File: config.mk
export PLATFORM = sky130hd
export DESIGN_NAME = ascii_frame_rx
export DESIGN_NICKNAME = d
export VERILOG_FILES = /design/src/rtl/ascii_rx_pkg.sv /design/src/rtl/ascii_char_class.sv /design/src/rtl/ascii_byte_pack.sv /design/src/rtl/ascii_frame_rx.sv
export SDC_FILE = /design/constraint.sdc
export NUM_CORES = 1
export LEC_CHECK = 0
export CAP_MARGIN = 25
export CORE_ASPECT_RATIO = 1.4
export CORE_MARGIN = 2
export CORE_UTILIZATION = 32
export CTS_BUF_LIST = sky130_fd_sc_hd__clkbuf_8
export CTS_CLUSTER_SIZE = 8
export DETAILED_ROUTE_END_ITERATION = 8
export HOLD_SLACK_MARGIN = 0.15
export PLACE_DENSITY_LB_ADDON = 0.08
export SLEW_MARGIN = 20
export SYNTH_ARGS = -nofsm -noshare
export SYNTH_HDL_FRONTEND = slang
export SYNTH_HIERARCHICAL = 1
export SYNTH_SLANG_ARGS = --single-unit
File: constraint.sdc
create_clock -name clk -period 3.3 [get_ports clk]
set_clock_uncertainty 0.2 [all_clocks]
set_input_delay 0.495 -clock clk [delete_from_list [all_inputs] [get_ports clk]]
set_output_delay 0.495 -clock clk [all_outputs]
set_load 0.05 [all_outputs]
File: src/rtl/ascii_rx_pkg.sv
package ascii_rx_pkg;
  localparam int CHAR_W = 7;
  localparam int NIB_W  = 4;
  localparam int BYTE_W = 2 * NIB_W;
  localparam int CNT_W  = 2;

  typedef enum logic [1:0] {
    RX_IDLE = 2'd0,
    RX_BODY = 2'd1,
    RX_EOL  = 2'd2
  } rx_state_e;

  // {is_hex, nibble}; letters of both cases map onto 10..15
  function automatic logic [NIB_W:0] hex_decode(input logic [CHAR_W-1:0] c);
    if (c >= 7'h30 && c <= 7'h39) return {1'b1, c[NIB_W-1:0]};
    if (c >= 7'h41 && c <= 7'h46) return {1'b1, c[NIB_W-1:0] + 4'd9};
    if (c >= 7'h61 && c <= 7'h66) return {1'b1, c[NIB_W-1:0] + 4'd9};
    return '0;
  endfunction

  // running check: plain modulo-256 addition
  function automatic logic [BYTE_W-1:0] lrc_accum(input logic [BYTE_W-1:0] acc,
                                                 input logic [BYTE_W-1:0] b);
    return acc + b;
  endfunction
endpackage

File: src/rtl/ascii_char_class.sv
module ascii_char_class
  import ascii_rx_pkg::*;
#(
  parameter logic [CHAR_W-1:0] SOF_CH = 7'h3A,
  parameter logic [CHAR_W-1:0] CR_CH  = 7'h0D,
  parameter logic [CHAR_W-1:0] LF_CH  = 7'h0A
) (
  input  logic [CHAR_W-1:0] ch,
  output logic              is_sof,
  output logic              is_cr,
  output logic              is_lf,
  output logic              is_hex,
  output logic [NIB_W-1:0]  nib
);
  logic [NIB_W:0] dec;

  always_comb begin
    dec    = hex_decode(ch);
    is_hex = dec[NIB_W];
    nib    = dec[NIB_W-1:0];
    is_sof = (ch == SOF_CH);
    is_cr  = (ch == CR_CH);
    is_lf  = (ch == LF_CH);
  end
endmodule

File: src/rtl/ascii_byte_pack.sv
module ascii_byte_pack
  import ascii_rx_pkg::*;
(
  input  logic              clk,
  input  logic              rst_n,
  input  logic              clr,
  input  logic              nib_valid,
  input  logic [NIB_W-1:0]  nib,
  output logic              new_byte,
  output logic [BYTE_W-1:0] new_val,
  output logic              half,
  output logic [BYTE_W-1:0] sum,
  output logic [BYTE_W-1:0] hold_a,
  output logic [BYTE_W-1:0] hold_b,
  output logic [CNT_W-1:0]  cnt
);
  localparam logic [CNT_W-1:0] CNT_MAX = CNT_W'(2);

  logic [NIB_W-1:0] hi_nib;

  assign new_byte = nib_valid & half & ~clr;
  assign new_val  = {hi_nib, nib};

  always_ff @(posedge clk or negedge rst_n) begin
    if (!rst_n) begin
      hi_nib <= '0;
      half   <= 1'b0;
      sum    <= '0;
      hold_a <= '0;
      hold_b <= '0;
      cnt    <= '0;
    end else if (clr) begin
      half   <= 1'b0;
      sum    <= '0;
      hold_a <= '0;
      hold_b <= '0;
      cnt    <= '0;
    end else if (nib_valid) begin
      if (!half) begin
        hi_nib <= nib;
        half   <= 1'b1;
      end else begin
        half   <= 1'b0;
        sum    <= lrc_accum(sum, new_val);
        hold_a <= hold_b;
        hold_b <= new_val;
        if (cnt != CNT_MAX) cnt <= cnt + 1'b1;
      end
    end
  end

  assert_cnt_sat_R5: assert property (@(posedge clk) disable iff (!rst_n)
    cnt <= CNT_MAX);
  assert_pair_close_R2: assert property (@(posedge clk) disable iff (!rst_n)
    new_byte |=> !half);
  assert_clear_R8: assert property (@(posedge clk) disable iff (!rst_n)
    clr |=> (sum == '0 && cnt == '0 && !half));
endmodule

File: src/rtl/ascii_frame_rx.sv
module ascii_frame_rx
  import ascii_rx_pkg::*;
#(
  parameter logic [CHAR_W-1:0] SOF_CH = 7'h3A,
  parameter logic [CHAR_W-1:0] CR_CH  = 7'h0D,
  parameter logic [CHAR_W-1:0] LF_CH  = 7'h0A
) (
  input  logic              clk,
  input  logic              rst_n,
  input  logic [BYTE_W-1:0] own_addr,
  input  logic              char_valid,
  input  logic [CHAR_W-1:0] char_data,
  input  logic              char_err,
  output logic              byte_valid,
  output logic [BYTE_W-1:0] byte_data,
  output logic              byte_last,
  output logic              frame_done,
  output logic              frame_good
);
  localparam logic [CNT_W-1:0] FULL = CNT_W'(2);

  rx_state_e         state;
  logic              err_q, addr_ok_q;
  logic              is_sof, is_cr, is_lf, is_hex;
  logic [NIB_W-1:0]  nib;
  logic              new_byte, half;
  logic [BYTE_W-1:0] new_val, sum, hold_a, hold_b;
  logic [CNT_W-1:0]  cnt;

  // named events for the control path and the assertions
  logic clean, evt_sof, clr, nib_valid, emit_mid, emit_last;
  logic end_lf, end_other, frame_end, report, verdict_ok, addr_hit;

  ascii_char_class #(.SOF_CH(SOF_CH), .CR_CH(CR_CH), .LF_CH(LF_CH)) u_class (
    .ch(char_data), .is_sof(is_sof), .is_cr(is_cr), .is_lf(is_lf),
    .is_hex(is_hex), .nib(nib)
  );

  ascii_byte_pack u_pack (
    .clk(clk), .rst_n(rst_n), .clr(clr), .nib_valid(nib_valid), .nib(nib),
    .new_byte(new_byte), .new_val(new_val), .half(half), .sum(sum),
    .hold_a(hold_a), .hold_b(hold_b), .cnt(cnt)
  );

  always_comb begin
    clean      = char_valid & ~char_err;
    evt_sof    = clean & is_sof;
    clr        = evt_sof;
    nib_valid  = clean & is_hex & (state == RX_BODY);
    emit_mid   = new_byte & (cnt == FULL) & addr_ok_q;
    emit_last  = clean & is_cr & (state == RX_BODY) & (cnt == FULL) & addr_ok_q;
    end_lf     = clean & is_lf & (state == RX_EOL);
    end_other  = clean & ~is_lf & ~is_sof & (state == RX_EOL);
    frame_end  = end_lf | end_other;
    report     = frame_end & addr_ok_q;
    verdict_ok = end_lf & ~err_q & ~half & (cnt == FULL) & (sum == '0);
    addr_hit   = (new_val == '0) | (new_val == own_addr);
  end

  always_ff @(posedge clk or negedge rst_n) begin
    if (!rst_n) begin
      state     <= RX_IDLE;
      err_q     <= 1'b0;
      addr_ok_q <= 1'b0;
    end else begin
      if (evt_sof) begin
        state     <= RX_BODY;
        err_q     <= 1'b0;
        addr_ok_q <= 1'b0;
      end else begin
        if (char_valid && char_err && state != RX_IDLE) err_q <= 1'b1;
        if (new_byte && cnt == '0) addr_ok_q <= addr_hit;
        if (state == RX_BODY && clean && is_cr) state <= RX_EOL;
        if (frame_end) state <= RX_IDLE;
      end
    end
  end

  always_ff @(posedge clk or negedge rst_n) begin
    if (!rst_n) begin
      byte_valid <= 1'b0;
      byte_data  <= '0;
      byte_last  <= 1'b0;
      frame_done <= 1'b0;
      frame_good <= 1'b0;
    end else begin
      byte_valid <= emit_mid | emit_last;
      byte_last  <= emit_last;
      if (emit_mid | emit_last) byte_data <= hold_a;
      frame_done <= report;
      frame_good <= report & verdict_ok;
    end
  end

  assert_last_in_byte_R5: assert property (@(posedge clk) disable iff (!rst_n)
    byte_last |-> byte_valid);
  assert_good_needs_done_R4: assert property (@(posedge clk) disable iff (!rst_n)
    frame_good |-> frame_done);
  assert_done_no_byte_R4: assert property (@(posedge clk) disable iff (!rst_n)
    !(frame_done && byte_valid));
  assert_done_filtered_R6: assert property (@(posedge clk) disable iff (!rst_n)
    frame_done |-> $past(addr_ok_q));
  assert_sof_restart_R8: assert property (@(posedge clk) disable iff (!rst_n)
    evt_sof |=> (state == RX_BODY));
  assert_end_idle_R11: assert property (@(posedge clk) disable iff (!rst_n)
    frame_end |=> (state == RX_IDLE));
endmodule

==> metrics.cfg, run 1 <==
[clocking]
cts_tree=built
clk_latency_ps=310
cts.sinks=47
htree_levels=2
cts_buffers=5
clk_path_buf_depth=2
path_clk_slew_ps=90
cts-root-buf=clkbuf_8

[timing]
hold_violations=0
slew_violations=0
max_slew.worst_pin.slew_ps=605
finalSetupViolations=0
period_share_pct=94.8
slew_headroom_pct=59.6
finalSetupTns_ps=0
period_needed_ps=3130
fmax_ghz=0.320
holdWs_ps=309
rsz0062_at_grt=false

[synthesis]
syn_inst=268
syn-cell-area_um2=2630
synth-seq-cells=47
ys.warnings.count=6
syn_nets=300
synth-main-ff-cell=dfrtp_1
ys_async_sr_fraction_pct=100
synth_cell_types=57
syn_area_per_cell_um2=9.81
synth_edf_count=0
synth_seq_area_share_pct=44.7

[die]
die_area_um2=8970
ios=31
die_h_um=111
rows=39
chipWidth_um=80.6
fp.coreArea_um2=8050
start_util_pct=32.6

[final_layout]
synthToLayoutAreaGrowth_pct=32.1
fillerInstances=802
final_layout_size_suffix_gt1_share_pct=23.7
nNetsFinal=364
final_common_cell=nand2_1
fin_area_um2=3470
n_antenna_cell=0
multi_input_area_um2=1390
utilization_pct=43.1
register_area_um2=1180
layout.cells.non_filler=435
final_cell_mix=nand2_1 (49), dfrtp_1 (47), buf_4 (38), a21oi_1 (30), clkdlybuf4s50_1 (29)

[detailed_routing]
firstDrtPassIters=4
drcViolationCount=0
num_vias=2140
via_per_inst=4.92
wirelength_mm=6.54
postRouteAntennaNets=0
wl_per_cell_um=15.0
drtIter0Drc=77

[worst_setup_path]
rr_startpoint=state[0]
critPathMaxFanout=5
startpoint_type=primary input
cp.required_ps=3350
worstPathArrival_ps=3180
end_kind=register
path_class=in -> reg
crit_path_start=char_data[0]

[grt]
antenna_found_initial=0
grt_overflow=0
grt_pass1_wl_mm=10.7
grt_max_degree=26
grt_pass1_vias=2135
grtUsageTotal_pct=15.6

[outcome]
status=completed

[placement]
placedInstanceArea_um2=3280
portBuffers=30
post-place-cells=426
gp_congestion=0.760
place.detailed.hpwl_mm=4.88

[pwr]
peakVddDrop_v=0.000194
power_leakage_nw=1.59
powerDensity_nw_per_um2=350

[hold_path]
min_path_type=reg -> reg
hp-start=u_pack/hold_a[5]

[run]
maxCapViolations=0

final cells by class:
cell class | instances | share of cell area [%]
sequential | 47 | 33.9
clock buffer | 5 | 1.98
inverter | 11 | 1.19
clock inverter | 3 | 1.84
tap | 102 | 3.67
multi-input combinational | 197 | 39.9
timing repair buffer | 70 | 17.6
report_power, final:
part,total [mW],switching [mW],internal (mW)
registers,0.593,0.0110,0.582
logic,0.117,0.0562,0.0610
clock network,0.504,0.205,0.300
total,1.21,0.272,0.943
cell usage after synthesis, types with 3 or more instances:
cell | n | area share (%)
buf_2 | 5 | 0.95
xor2_1 | 8 | 2.7
xnor2_1 | 3 | 1.0
nor3_1 | 5 | 0.95
buf_4 | 4 | 1.1
a21oi_1 | 31 | 5.9
ha_1 | 12 | 5.7
nand3_1 | 3 | 0.57
mux2_2 | 11 | 4.7
nor2_1 | 6 | 0.86
or4_1 | 3 | 0.86
nor3b_1 | 3 | 0.86
nor4_1 | 7 | 1.7
dfrtp_1 | 47 | 45
mux2i_1 | 3 | 1.1
inv_1 | 11 | 1.6
o21ai_0 | 8 | 1.5
nand2_1 | 49 | 7.0
routing by layer:
| layer | track usage [%] | share of wire, % |
|---|---|---|
| met3 | 2.69 | 2.8 |
| met5 | 0 | 0 |
| met1 | 18.6 | 45 |
| met2 | 27.4 | 51 |
| met4 | 5.42 | 1.5 |
stage by stage:
step                      total power [mW]  worst slack [ps]
after floorplan                      0.649               271
after global placement               0.718              -245
after detailed placement             0.718              -288
after CTS                             1.23              32.1
after global routing                  1.27              4.95
final                                 1.21               172
final timing paths:
path	slack, ps	endpoint	depth (start not counted)
hold reg to reg	310	byte_data[5]	1
min in group asynchronous	520	byte_valid	2
setup reg to reg	1180	u_pack/sum[7]	8
hold / removal	310	byte_data[5]	1
setup / recovery	170	u_pack/sum[5]	12
max in group asynchronous	1740	u_pack/sum[7]	3
critical path, stage by stage:
cell             delay [ps]
clkdlybuf4s50_1         520
or2_4                   300
a221o_1                 400
mux2i_2                 200
ha_1                    210
buf_4                   130
a211oi_2                 70
buf_4                   140
o21bai_1                140
a21oi_1                 100
or4_1                   400
nand3_1                  80
state kept, by name (all words and copies together), names as in the netlist, 2 cells and up:
| register | count |
|---|---|
| byte_data | 8 |
| state | 2 |
| u_pack/cnt | 2 |
| u_pack/hi_nib | 4 |
| u_pack/hold_a | 8 |
| u_pack/hold_b | 8 |
| u_pack/sum | 8 |
cell families (layout without fill, tap and decap cells):
kind of cell	Yosys count	count (layout)	synth area share, %
buffers and inverters	24	89	4.52
AOI/OAI and AO/OA	58	58	14.0
muxes	14	14	5.85
xor gates and xnor gates	11	11	3.67
and+or+nand+nor	101	101	20.8
DFF	47	47	44.7
adders and majority gates	13	13	6.47
timing repair:
item / 4_1_cts / 5_1_grt
hold buffers: 1 / 0
gates resized for setup: 0 / 10
setup buffers: 0 / 0
hold endpoints to repair: 23 / 0
endpoints found under the setup margin: 0 / 4
Power figures use the tool's default switching activity.
==> run 2: changes to the inputs <==
CORE_ASPECT_RATIO = 2   (was 1.4)
==> run 2 against run 1 <==
  * Cell area fell by 1.6%
  * Wire length is 5.8% higher
  * Largest cell class unchanged
  * Cell count shrank 2.3%
  * Non-clock buffer count down 4
  * Global-route usage is 1.5 points higher
  * Critical endpoint is now u_pack/sum[6]
  * Register-to-register slack worse by 70 ps
==> metrics.cfg, run 2 (synthesized netlist as in run 1, its figures left out) <==
[worst_setup_path]
crit_path_cell_trace=clkdlybuf4s50_1 -> ha_4 -> nor2b_2 -> a221o_1 -> buf_4 -> o211ai_2 -> ha_2 -> buf_4 -> a21o_1 -> a21oi_2 -> o21ai_0 -> mux2i_1 -> nand2_1
r2r_slack_ps=1110  ; -70 ps
path_class=in -> reg
cpPeakStageDelay_ps=560  ; +40 ps
crit_slowest_cell=clkdlybuf4s50_1
worstPathArrival_ps=3180  ; about the same
worst_path_most_repeated_cell=buf_4
critPathMaxFanout=4  ; -1
end_kind=register
startpoint_type=primary input
cp.required_ps=3300  ; -50 ps

[timing]
fmax_ghz=0.314  ; -1.7%
hold_violations=0  ; unchanged
finalSetupTns_ps=0  ; unchanged
slew_headroom_pct=52.3  ; -7.3 points
max_slew.worst_pin.slew_ps=716  ; +110 ps
finalSetupViolations=0  ; unchanged
period_needed_ps=3180  ; +52.7 ps
period_share_pct=96.4  ; +1.6 points
slew_violations=0  ; unchanged
rsz0062_at_grt=false

[final_layout]
final_common_cell=nand2_1
n_antenna_cell=0  ; unchanged
utilization_pct=43.0  ; -0.10 points
final_layout_size_suffix_gt1_share_pct=23.7  ; about the same
final_cell_mix=nand2_1 (49), dfrtp_1 (47), buf_4 (33), a21oi_1 (30), clkdlybuf4s50_1 (29)
synthToLayoutAreaGrowth_pct=30.0
nNetsFinal=360  ; -1.1%

[grt]
grt_use_met1_pct=16.0  ; -2.6 points
grt_overflow=0  ; unchanged
antenna_found_initial=0  ; unchanged
gr-usage-met3_pct=2.39  ; -0.30 points
grt_max_degree=31  ; +19%
grt_pass1_vias=2309  ; +8.1%
grt_pass1_wl_mm=11.3  ; +5.2%
grt.busiest_layer=met2
grtUsageTotal_pct=17.1  ; +1.5 points
grtUsageMet2_pct=32.6  ; +5.2 points

[placement]
portBuffers=30  ; unchanged
gp_congestion=0.855  ; +13%
place.detailed.hpwl_mm=5.35  ; +9.5%

[outcome]
status=completed

[clocking]
clk_latency_ps=310  ; about the same
clk_path_buf_depth=2  ; unchanged
cts_buffers=5  ; unchanged
cts.sinks=47  ; unchanged
cts_tree=built
htree_levels=2  ; unchanged
post_cts_buffers=0  ; unchanged
path_clk_slew_ps=90  ; about the same
cts-root-buf=clkbuf_8

[pwr]
powerDensity_nw_per_um2=325  ; -7.0%
peakVddDrop_v=0.000144  ; -26%
p_sw_share_pct=25.0  ; +2.6 points
power_leakage_nw=1.55  ; -2.2%
comb_power_share_pct=10.7  ; +1.0 points
internal_power_mw=0.834  ; -12%
power.share.clock_pct=36.0  ; -5.5 points
switchingPower_mw=0.278  ; +2.1%
power_frac_seq_pct=53.3  ; +4.5 points

[detailed_routing]
postRouteAntennaNets=0  ; unchanged
via_per_inst=5.17  ; +5.2%
drcViolationCount=0  ; unchanged
wl_per_cell_um=16.3  ; +8.3%
firstDrtPassIters=4  ; unchanged
num_vias=2199  ; +2.8%
drtIter0Drc=124  ; +61%
wirelength_mm=6.92  ; +5.8%

[die]
start_util_pct=33.1  ; +0.45 points
fp.coreArea_um2=7940  ; -1.4%
chipWidth_um=68.1  ; -16%
die_area_um2=9000  ; +0.38%
die_h_um=132  ; +19%
ios=31  ; unchanged
rows=46  ; +18%

[hold_path]
min_path_type=reg -> reg

[run]
maxCapViolations=0  ; unchanged

==> run 2: through the flow <==
| step | worst slack [ps] | instance area, um^2 | hold WS [ps] | std cells | power (mW) |
|---|---|---|---|---|---|
| floorplan | 271 | 2630 | -0.591 | 268 | 0.649 |
| global placement | -331 | 3240 | 288 | 416 | 0.718 |
| detailed placement | -414 | 3240 | 295 | 416 | 0.718 |
| CTS | 24.3 | 3360 | 314 | 425 | 1.13 |
| global route | 9.69 | 3420 | 338 | 425 | 1.17 |
| finish | 119 | 3420 | 310 | 425 | 1.11 |
==> run 2: cell type report <==
cell class | count | area [um^2]
repair buffers | 66 | 584
inverters | 11 | 41.3
flip-flops and latches | 47 | 1180
clock inverters | 1 | 7.51
multi-input cells | 197 | 1390
clock buffers | 7 | 96.3
well taps | 96 | 120
fillers | 816 | 4520
==> run 2: path summary, 6_finish.rpt <==
| kind | endpoint | from | cells after the start |
|---|---|---|---|
| setup / recovery | u_pack/sum[6] | char_data[0] | 13 |
| hold / removal | byte_data[5] | byte_data[5] | 1 |
| setup reg to reg | addr_ok_q | state[1] | 10 |
| hold reg to reg | byte_data[5] | byte_data[5] | 1 |
| max in group asynchronous | byte_last | rst_n | 3 |
| min in group asynchronous | byte_data[7] | rst_n | 2 |
==> run 2: worst max-delay path, delay by kind of cell <==
| family | cells | cell delay [ps] |
|---|---|---|
| buffers and inverters | 3 | 870 |
| adder cells (fa/ha/maj) | 2 | 520 |
| multiplexers | 1 | 170 |
| AO/OA/AOI/OAI | 5 | 1030 |
| AND/OR/NAND/NOR | 2 | 100 |
==> run 2: repair_timing <==
item / 4_1_cts / 5_1_grt
resized for setup: 1 / 14
setup endpoints to repair: 1 / 13
pin swaps: 0 / 1
hold buffers: 1 / 0
endpoints found under the hold margin: 28 / 0
==> run 2: power groups by stage <==
stage	combinational (mW)	clock (mW)	sequential (mW)
2_1_floorplan	0.0494	0	0.600
3_3_place_gp	0.113	0	0.604
3_5_place_dp	0.114	0	0.604
4_1_cts	0.115	0.419	0.593
5_1_grt	0.132	0.445	0.594
6_report	0.119	0.400	0.592
==> run 2: per-layer routing <==
layer  share of wire, %  vias up
li1                   -     1057
met1                 34     1076
met2                 60       48
met3                2.6       18
met4                4.0        0
met5                  0        -
